File: config.mk
export PLATFORM = sky130hd
export DESIGN_NAME = mac_dual_acc
export DESIGN_NICKNAME = d
export VERILOG_FILES = /design/src/rtl/mac_pkg.sv /design/src/rtl/mac_operand_ext.sv /design/src/rtl/mac_product_align.sv /design/src/rtl/mac_acc_slot.sv /design/src/rtl/mac_dual_acc.sv
export SDC_FILE = /design/constraint.sdc
export NUM_CORES = 1
export LEC_CHECK = 0
export CORE_AREA = 2 2 221 223
export CTS_BUF_LIST = sky130_fd_sc_hd__clkbuf_2 sky130_fd_sc_hd__clkbuf_4 sky130_fd_sc_hd__clkbuf_8
export DETAILED_ROUTE_END_ITERATION = 16
export DIE_AREA = 0 0 223 225
export MAX_ROUTING_LAYER = met4
export PLACE_DENSITY = 0.64
export SKIP_LAST_GASP = 1
export SYNTH_ARGS = -nofsm -noshare
export SYNTH_HDL_FRONTEND = slang
export SYNTH_HIERARCHICAL = 1
export SYNTH_SLANG_ARGS = --single-unit
File: constraint.sdc
create_clock -name clk_i -period 8.2 [get_ports clk_i]
set_input_delay 1.64 -clock clk_i [delete_from_list [all_inputs] [get_ports clk_i]]
set_output_delay 1.64 -clock clk_i [all_outputs]
set_load 0.05 [all_outputs]
File: src/rtl/mac_pkg.sv
package mac_pkg;
  typedef enum logic [1:0] {
    OP_LOAD = 2'd0,
    OP_ADD  = 2'd1,
    OP_SUB  = 2'd2,
    OP_CLR  = 2'd3
  } mac_op_e;

  typedef enum logic {
    DST_MR = 1'b0,
    DST_SR = 1'b1
  } mac_dst_e;

  localparam int unsigned NUM_ACC = 2;
endpackage

File: src/rtl/mac_operand_ext.sv
module mac_operand_ext #(
  parameter int unsigned DATA_W = 16
) (
  input  logic [DATA_W-1:0] data_i,
  input  logic              unsigned_i,
  output logic [DATA_W:0]   ext_o
);
  logic fill;
  assign fill  = unsigned_i ? 1'b0 : data_i[DATA_W-1];
  assign ext_o = {fill, data_i};
endmodule

File: src/rtl/mac_product_align.sv
module mac_product_align #(
  parameter int unsigned DATA_W = 16,
  parameter int unsigned ACC_W  = 40
) (
  input  logic [DATA_W:0]  x_ext_i,
  input  logic [DATA_W:0]  y_ext_i,
  input  logic             frac_i,
  output logic [ACC_W-1:0] aligned_o
);
  localparam int unsigned EXT_W  = DATA_W + 1;
  localparam int unsigned PROD_W = 2 * EXT_W;

  logic signed [PROD_W-1:0] prod;
  logic [ACC_W-1:0]         prod_ext;

  assign prod = $signed(x_ext_i) * $signed(y_ext_i);

  generate
    if (ACC_W > PROD_W) begin : g_widen
      assign prod_ext = {{(ACC_W-PROD_W){prod[PROD_W-1]}}, prod};
    end else begin : g_trunc
      assign prod_ext = prod[ACC_W-1:0];
    end
  endgenerate

  assign aligned_o = frac_i ? {prod_ext[ACC_W-2:0], 1'b0} : prod_ext;
endmodule

File: src/rtl/mac_acc_slot.sv
module mac_acc_slot #(
  parameter int unsigned ACC_W = 40
) (
  input  logic             clk_i,
  input  logic             rst_ni,
  input  logic             acc_we_i,
  input  logic             flag_we_i,
  input  logic [ACC_W-1:0] acc_d_i,
  input  logic             flag_d_i,
  output logic [ACC_W-1:0] acc_q_o,
  output logic             flag_q_o
);
  always_ff @(posedge clk_i or negedge rst_ni) begin
    if (!rst_ni) begin
      acc_q_o  <= '0;
      flag_q_o <= 1'b0;
    end else begin
      if (acc_we_i)  acc_q_o  <= acc_d_i;
      if (flag_we_i) flag_q_o <= flag_d_i;
    end
  end
endmodule

File: src/rtl/mac_dual_acc.sv
module mac_dual_acc #(
  parameter int unsigned DATA_W = 16,
  parameter int unsigned ACC_W  = 40
) (
  input  logic              clk_i,
  input  logic              rst_ni,
  input  logic              valid_i,
  input  logic              cond_i,
  input  logic [1:0]        op_i,
  input  logic              dest_i,
  input  logic              status_only_i,
  input  logic [1:0]        fmt_i,
  input  logic              frac_i,
  input  logic [DATA_W-1:0] x_i,
  input  logic [DATA_W-1:0] y_i,
  output logic [ACC_W-1:0]  mr_o,
  output logic [ACC_W-1:0]  sr_o,
  output logic              mv_o,
  output logic              sv_o
);
  import mac_pkg::*;

  localparam int unsigned OVF_LO = 2 * DATA_W - 1;

  logic [DATA_W:0]  x_ext, y_ext;
  logic [ACC_W-1:0] aligned, base, result;
  logic             fire, ovf;
  logic [ACC_W-1:0] acc_q  [NUM_ACC];
  logic             flag_q [NUM_ACC];

  mac_operand_ext #(.DATA_W(DATA_W)) i_ext_x (
    .data_i(x_i), .unsigned_i(fmt_i[1]), .ext_o(x_ext)
  );
  mac_operand_ext #(.DATA_W(DATA_W)) i_ext_y (
    .data_i(y_i), .unsigned_i(fmt_i[0]), .ext_o(y_ext)
  );

  mac_product_align #(.DATA_W(DATA_W), .ACC_W(ACC_W)) i_align (
    .x_ext_i(x_ext), .y_ext_i(y_ext), .frac_i(frac_i), .aligned_o(aligned)
  );

  assign fire = valid_i & cond_i;
  // status-only runs against MR
  assign base = (dest_i == DST_SR && !status_only_i) ? acc_q[1] : acc_q[0];

  always_comb begin
    unique case (mac_op_e'(op_i))
      OP_LOAD: result = aligned;
      OP_ADD:  result = base + aligned;
      OP_SUB:  result = base - aligned;
      default: result = '0;
    endcase
  end

  assign ovf = !((&result[ACC_W-1:OVF_LO]) | ~(|result[ACC_W-1:OVF_LO]));

  generate
    for (genvar k = 0; k < NUM_ACC; k++) begin : g_slot
      logic acc_we, flag_we;
      assign acc_we  = fire & !status_only_i & (dest_i == 1'(k));
      assign flag_we = acc_we | ((k == 0) & fire & status_only_i);
      mac_acc_slot #(.ACC_W(ACC_W)) i_slot (
        .clk_i(clk_i), .rst_ni(rst_ni),
        .acc_we_i(acc_we), .flag_we_i(flag_we),
        .acc_d_i(result), .flag_d_i(ovf),
        .acc_q_o(acc_q[k]), .flag_q_o(flag_q[k])
      );
    end
  endgenerate

  assign mr_o = acc_q[0];
  assign sr_o = acc_q[1];
  assign mv_o = flag_q[0];
  assign sv_o = flag_q[1];
endmodule

-- Word level (Yosys, flattened, before mapping)
Cells that the tools add are included.
- divide/modulo/power cells: 0
- $mul: 1
- shifts and indexed selects: 0
- reduce and logical (&&, ||, !) cells: 6
- multiplexer cells: 5
- $lt $le $gt $ge: 0
- $add $sub $neg: 2
- bitwise gates (word level): 9
- equal/unequal tests: 2
- operator list (cell ; number):
    40-bit one-hot mux with 3 select lines ; 1
    40-bit adder ; 1
    40-bit two-way mux ; 1
    40-bit subtractor ; 1
    17-bit by 17-bit multiplier with 34-bit output ; 1
    34-bit two-way mux ; 1
    9-bit AND reduction ; 1
    9-bit OR reduction ; 1
    1-bit bitwise AND ; 5
    2-bit by 1-bit equality test with 1-bit output (second input constant) ; 1
    2-bit equality test (second input constant) ; 1
    1-bit logical NOT ; 2
    2-bit logical NOT ; 1
    1-bit two-way mux ; 2
    1-bit NOT ; 2
    1-bit bitwise OR ; 2
    1-bit logical AND ; 1
- input bits: 43
- ROM bits: 0
- register bits: 82
- word-level logic and storage cells: 29
- memories kept: 0
- RAM bits: 0
- bits in latches: 0

-- Longest topological paths before layout
- depth after elaboration: 9
- gate-level depth with buffers: 45
- gate-level depth less buffers: 41

-- Modules after synthesis
Netlist, hierarchy kept.
- by module, submodules not included (module ; area an instance (um^2) ; cells an instance ; times used):
    mac_product_align ; 11318.4 ; 1252 ; 1
    mac_dual_acc ; 4327.9 ; 651 ; 1
    mac_acc_slot ; 1532.7 ; 86 ; 2
    mac_operand_ext ; 141.4 ; 18 ; 2

-- Worst setup path after synthesis
No wires, ideal clock.
- kind: input port to flip-flop
- start: input port y_i[8]
- end: register g_slot[0].i_slot.flag_q_o
- arrival time: 11359 ps
- setup slack: -3283 ps
- stages: 41
- data required time: 8075 ps
- cell sequence: buf_4 > clkbuf_1 > clkbuf_1 > nand2_1 > fa_1 > inv_1 > fa_1 > inv_1 > fa_1 > inv_1 > fa_1 > fa_1 > inv_1 > fa_1 > inv_1 > ha_1 > buf_6 > a221o_1 > [... 5 more ...] > or4_4 > or3_4 > and2_2 > nor2_1 > o21ai_0 > xnor2_1 > ha_1 > clkbuf_1 > and4_1 > nand2_1 > or3_2 > o2111ai_1 > a2111oi_2 > and4bb_4 > nand3_1 > nor3_1 > a211oi_2 > mux2_2
- longest elaborated chain between the ends: 8
- elaborated cells between the ends (all ways): 10
- classes of those cells: 2 x add/sub; 1 x mul; 2 x mux; 2 x bitwise; 3 x reduce/logical
- ends and longest elaborated chain (element ; line ; text):
    from (decl) ; mac_dual_acc.sv:15 ; input logic [DATA_W-1:0] y_i,
    17-bit by 17-bit multiplier with 34-bit output (*) ; mac_product_align.sv:16 ; assign prod = $signed(x_ext_i) * $signed(y_ext_i);
    34-bit two-way mux (*) ; mac_product_align.sv:26 ; assign aligned_o = frac_i ? {prod_ext[ACC_W-2:0], 1'b0} : prod_ext;
    net aligned[20] ; mac_dual_acc.sv:26 ; logic [ACC_W-1:0] aligned, base, result;
    40-bit subtractor / 40-bit adder (equally long branches) ; mac_dual_acc.sv:50, mac_dual_acc.sv:49 ;
    40-bit one-hot mux with 3 select lines (*) ; mac_dual_acc.sv:47 ; unique case (mac_op_e'(op_i))
    9-bit OR reduction ; mac_dual_acc.sv:55 ; assign ovf = !((&result[ACC_W-1:OVF_LO]) | ~(|result[ACC_W-1:OVF_LO]));
    1-bit NOT ; mac_dual_acc.sv:55 ;
    1-bit bitwise OR (*) ; mac_dual_acc.sv:55 ;
    1-bit logical NOT (*) ; mac_dual_acc.sv:55 ;
    net ovf ; mac_dual_acc.sv:27 ; logic fire, ovf;
    to (signal assigned) ; mac_acc_slot.sv:19 ; if (flag_we_i) flag_q_o <= flag_d_i;
    to (decl) ; mac_acc_slot.sv:11 ; output logic flag_q_o
The timed path passes the listed nets; every way through them passes the cells marked *.
A chain may end at the register's enable or synchronous reset.

-- Worst setup path after layout
- start: input port x_i[3]
- end: register g_slot[0].i_slot.flag_q_o
- longest elaborated chain between the ends: 8
- elaborated cells between the ends (all ways): 10
- classes of those cells: 2 x add/sub; 1 x mul; 2 x mux; 2 x bitwise; 3 x reduce/logical
- ends and longest elaborated chain (element ; line ; text):
    from (decl) ; mac_dual_acc.sv:14 ; input logic [DATA_W-1:0] x_i,
    17-bit by 17-bit multiplier with 34-bit output (*) ; mac_product_align.sv:16 ;
    34-bit two-way mux (*) ; mac_product_align.sv:26 ;
    net aligned[18] ; mac_dual_acc.sv:26 ;
    40-bit subtractor / 40-bit adder (equally long branches) ; mac_dual_acc.sv:50, mac_dual_acc.sv:49 ;
    40-bit one-hot mux with 3 select lines (*) ; mac_dual_acc.sv:47 ;
    9-bit OR reduction ; mac_dual_acc.sv:55 ;
    1-bit NOT ; mac_dual_acc.sv:55 ;
    1-bit bitwise OR (*) ; mac_dual_acc.sv:55 ;
    1-bit logical NOT (*) ; mac_dual_acc.sv:55 ;
    net ovf ; mac_dual_acc.sv:27 ;
Marked as above.

==> reports/results.tsv <==
metric	value	unit
outcome	finished, violations left	
failed_checks	setup timing	
crit_fanout	7	
gp_congestion	0.910	
core.rowCount	80	
cp.required	8.47	ns
ys_seq_elements	82	
cap_viol_max_count	0	
slowest_delay	0.58	ns
ant_nets	0	
wirelength	55900	um
syn_avg_cell_area	9.00	sq um
wl_per_cell	17.4	um
drv_slew	0	
hpwl	44600	um
setup_ws	-2.46	ns
antenna_found_initial	1	
cts_buffers	9	
ys_top_cells_by_area	fa_1 31%, dfrtp_1 11%, ha_1 8.4%, mux2_2 7.9%, inv_1 6.5%	
vias	16537	
synth_top_area_cell	fa_1	
ios	125	
via_per_inst	5.13	
pre_cts_ws	-3.47	ns
drt_iter0_drc	933	
setup_viol	60	
finalNonFillerCells	3222	
dp.cells	3113	
cp_data_arrival_time	10.94	ns
crit_type	primary input to register	
die_w	223	um
max_freq	93.8	MHz
grt_max_degree	61	
syn_area	0.0190	sq mm
start_util	0.399	
max_slew_margin	0.234	
drc	0	
whs	0.535	ns
tightest_slew	1.15	ns
track_usage	0.238	
async_reset_ff_frac	1.00	
yosysMostFrequentCell	inv_1	
grt_overflow	0	
fill_cells	4175	
clk_latency	0.39	ns
synth_top_area_frac	0.313	
fin_crit_sh	1.30	
cp-end-kind	register	
drive_gt1_frac	0.362	
start_kind	primary input	
synthCells	2111	
synth_edf_count	0	
placed_area	0.0236	sq mm
synth_nets	2579	
first_pass_iters	5	
reg2reg_slack	4.52	ns
yosysSeqAreaShare	0.108	
synth_commonest_cells	329 x inv_1, 297 x fa_1, 228 x nand2_1, 152 x and2_1, 134 x mux2_2	
cts-root-buf	clkbuf_8	
synth_cell_types	80	
path_common_cell	inv_2	
nNetsFinal	3071	
cts_tree	done	
grt_pass1_vias	17995	
grt_pass1_wl	92900	um
portBuffers	124	
hold_viol	0	
cp_slowest_cell	fa_1	
hp-class	register to register	
clk_pin_slew_worst_paths	0.08	ns
min_period	10.66	ns
cts_buffer_depth	2	
stdcell_area	0.0260	sq mm
fp.coreArea	0.0475	sq mm
htreeDepth	3	
design.die.area	0.0502	sq mm
yosysWarnings	6	
ys.flop_type	dfrtp_1	
rsz0062_at_grt	yes	
fp.dieH	225	um
clkSinkCount	82	
area_growth	36.6	%
clock_skew	0.00983	ns
registers in the layout (all words and copies together), names as in the netlist:
signal	cells
g_slot.i_slot/acc_q_o	80
g_slot.i_slot/flag_q_o	2
kinds of logic after synthesis:
| logic type | after synthesis | synth area share |
|---|---|---|
| XOR/XNOR | 101 | 0.0466 |
| multiplexers | 144 | 0.0847 |
| adder cells (fa/ha/maj) | 425 | 0.397 |
| AND/OR/NAND/NOR | 617 | 0.160 |
| flip-flops | 82 | 0.108 |
| buffers and inverters | 454 | 0.104 |
| AO/OA/AOI/OAI | 288 | 0.0987 |
placed cells by master, fill, tap and decap left out, types with 82 or more instances in the layout:
| cell type | netlist | routed |
|---|---|---|
| buf_4 | 39 | 426 |
| clkdlybuf4s50_1 | 0 | 91 |
| mux2_2 | 134 | 104 |
| dfrtp_1 | 82 | 82 |
| and2_1 | 152 | 129 |
| nand2_1 | 228 | 210 |
| nor2_1 | 107 | 87 |
| inv_1 | 329 | 307 |
| ha_1 | 128 | 105 |
| fa_1 | 297 | 279 |
layer usage:
| metal | up-vias | track usage | part of all wire |
|---|---|---|---|
| met2 | 336 | 0.402 | 0.50 |
| met1 | 8404 | 0.312 | 0.45 |
| li1 | 7732 | - | - |
| met5 | - | - | 0 |
| met4 | 0 | 0.0426 | 0.017 |
| met3 | 65 | 0.0263 | 0.041 |
repair_timing:
| item | CTS | global route |
|---|---|---|
| buffers inserted | 64 | 33 |
| setup endpoints to repair | 62 | 64 |
| cloned | 8 | 0 |
| pin swaps | 124 | 156 |
| gates resized for setup | 284 | 185 |
| hold buffers | 0 | 0 |
through the flow:
step	TNS, ns	utilization
after floorplan	-75.32	-
after global placement	-137.86	0.497
after detailed placement	-143.55	0.497
after CTS	-93.04	0.527
after global routing	-109.68	0.546
final	-89.84	0.546
final cells by class:
type	count	area [sq um]	area share
clock buffer	12	165	0.00636
antenna	1	2.50	0.0000964
multi-input combinational	1575	16600	0.639
clock inverter	2	60.1	0.00231
sequential	82	2050	0.0791
tap	615	769	0.0296
timing repair buffer	605	5070	0.195
inverter	330	1250	0.0483
path summary, 6_finish.rpt:
| kind | startpoint | to | cells past startpoint |
|---|---|---|---|
| max in group asynchronous | rst_ni | g_slot[0].i_slot/acc_q_o[23] | 2 |
| max | x_i[3] | g_slot[0].i_slot/flag_q_o | 41 |
| min reg2reg | g_slot[0].i_slot/acc_q_o[3] | g_slot[0].i_slot/acc_q_o[3] | 1 |
| min | g_slot[0].i_slot/acc_q_o[3] | g_slot[0].i_slot/acc_q_o[3] | 1 |
| min in group asynchronous | rst_ni | g_slot[1].i_slot/acc_q_o[18] | 1 |
| max reg2reg | g_slot[0].i_slot/acc_q_o[14] | g_slot[0].i_slot/flag_q_o | 14 |
worst max-delay path: cells and delay by family:
family,cells,cell delay (ns)
adders and majority gates,8,3.30
and+or+nand+nor,8,2.11
muxes,1,0.27
AOI/OAI and AO/OA,13,2.50
xor gates and xnor gates,2,0.33
buffers and inverters,9,0.76
Power is left out: the tool's default activity adds up to more than one toggle a clock period on the data nets, which glitch-free logic cannot reach.
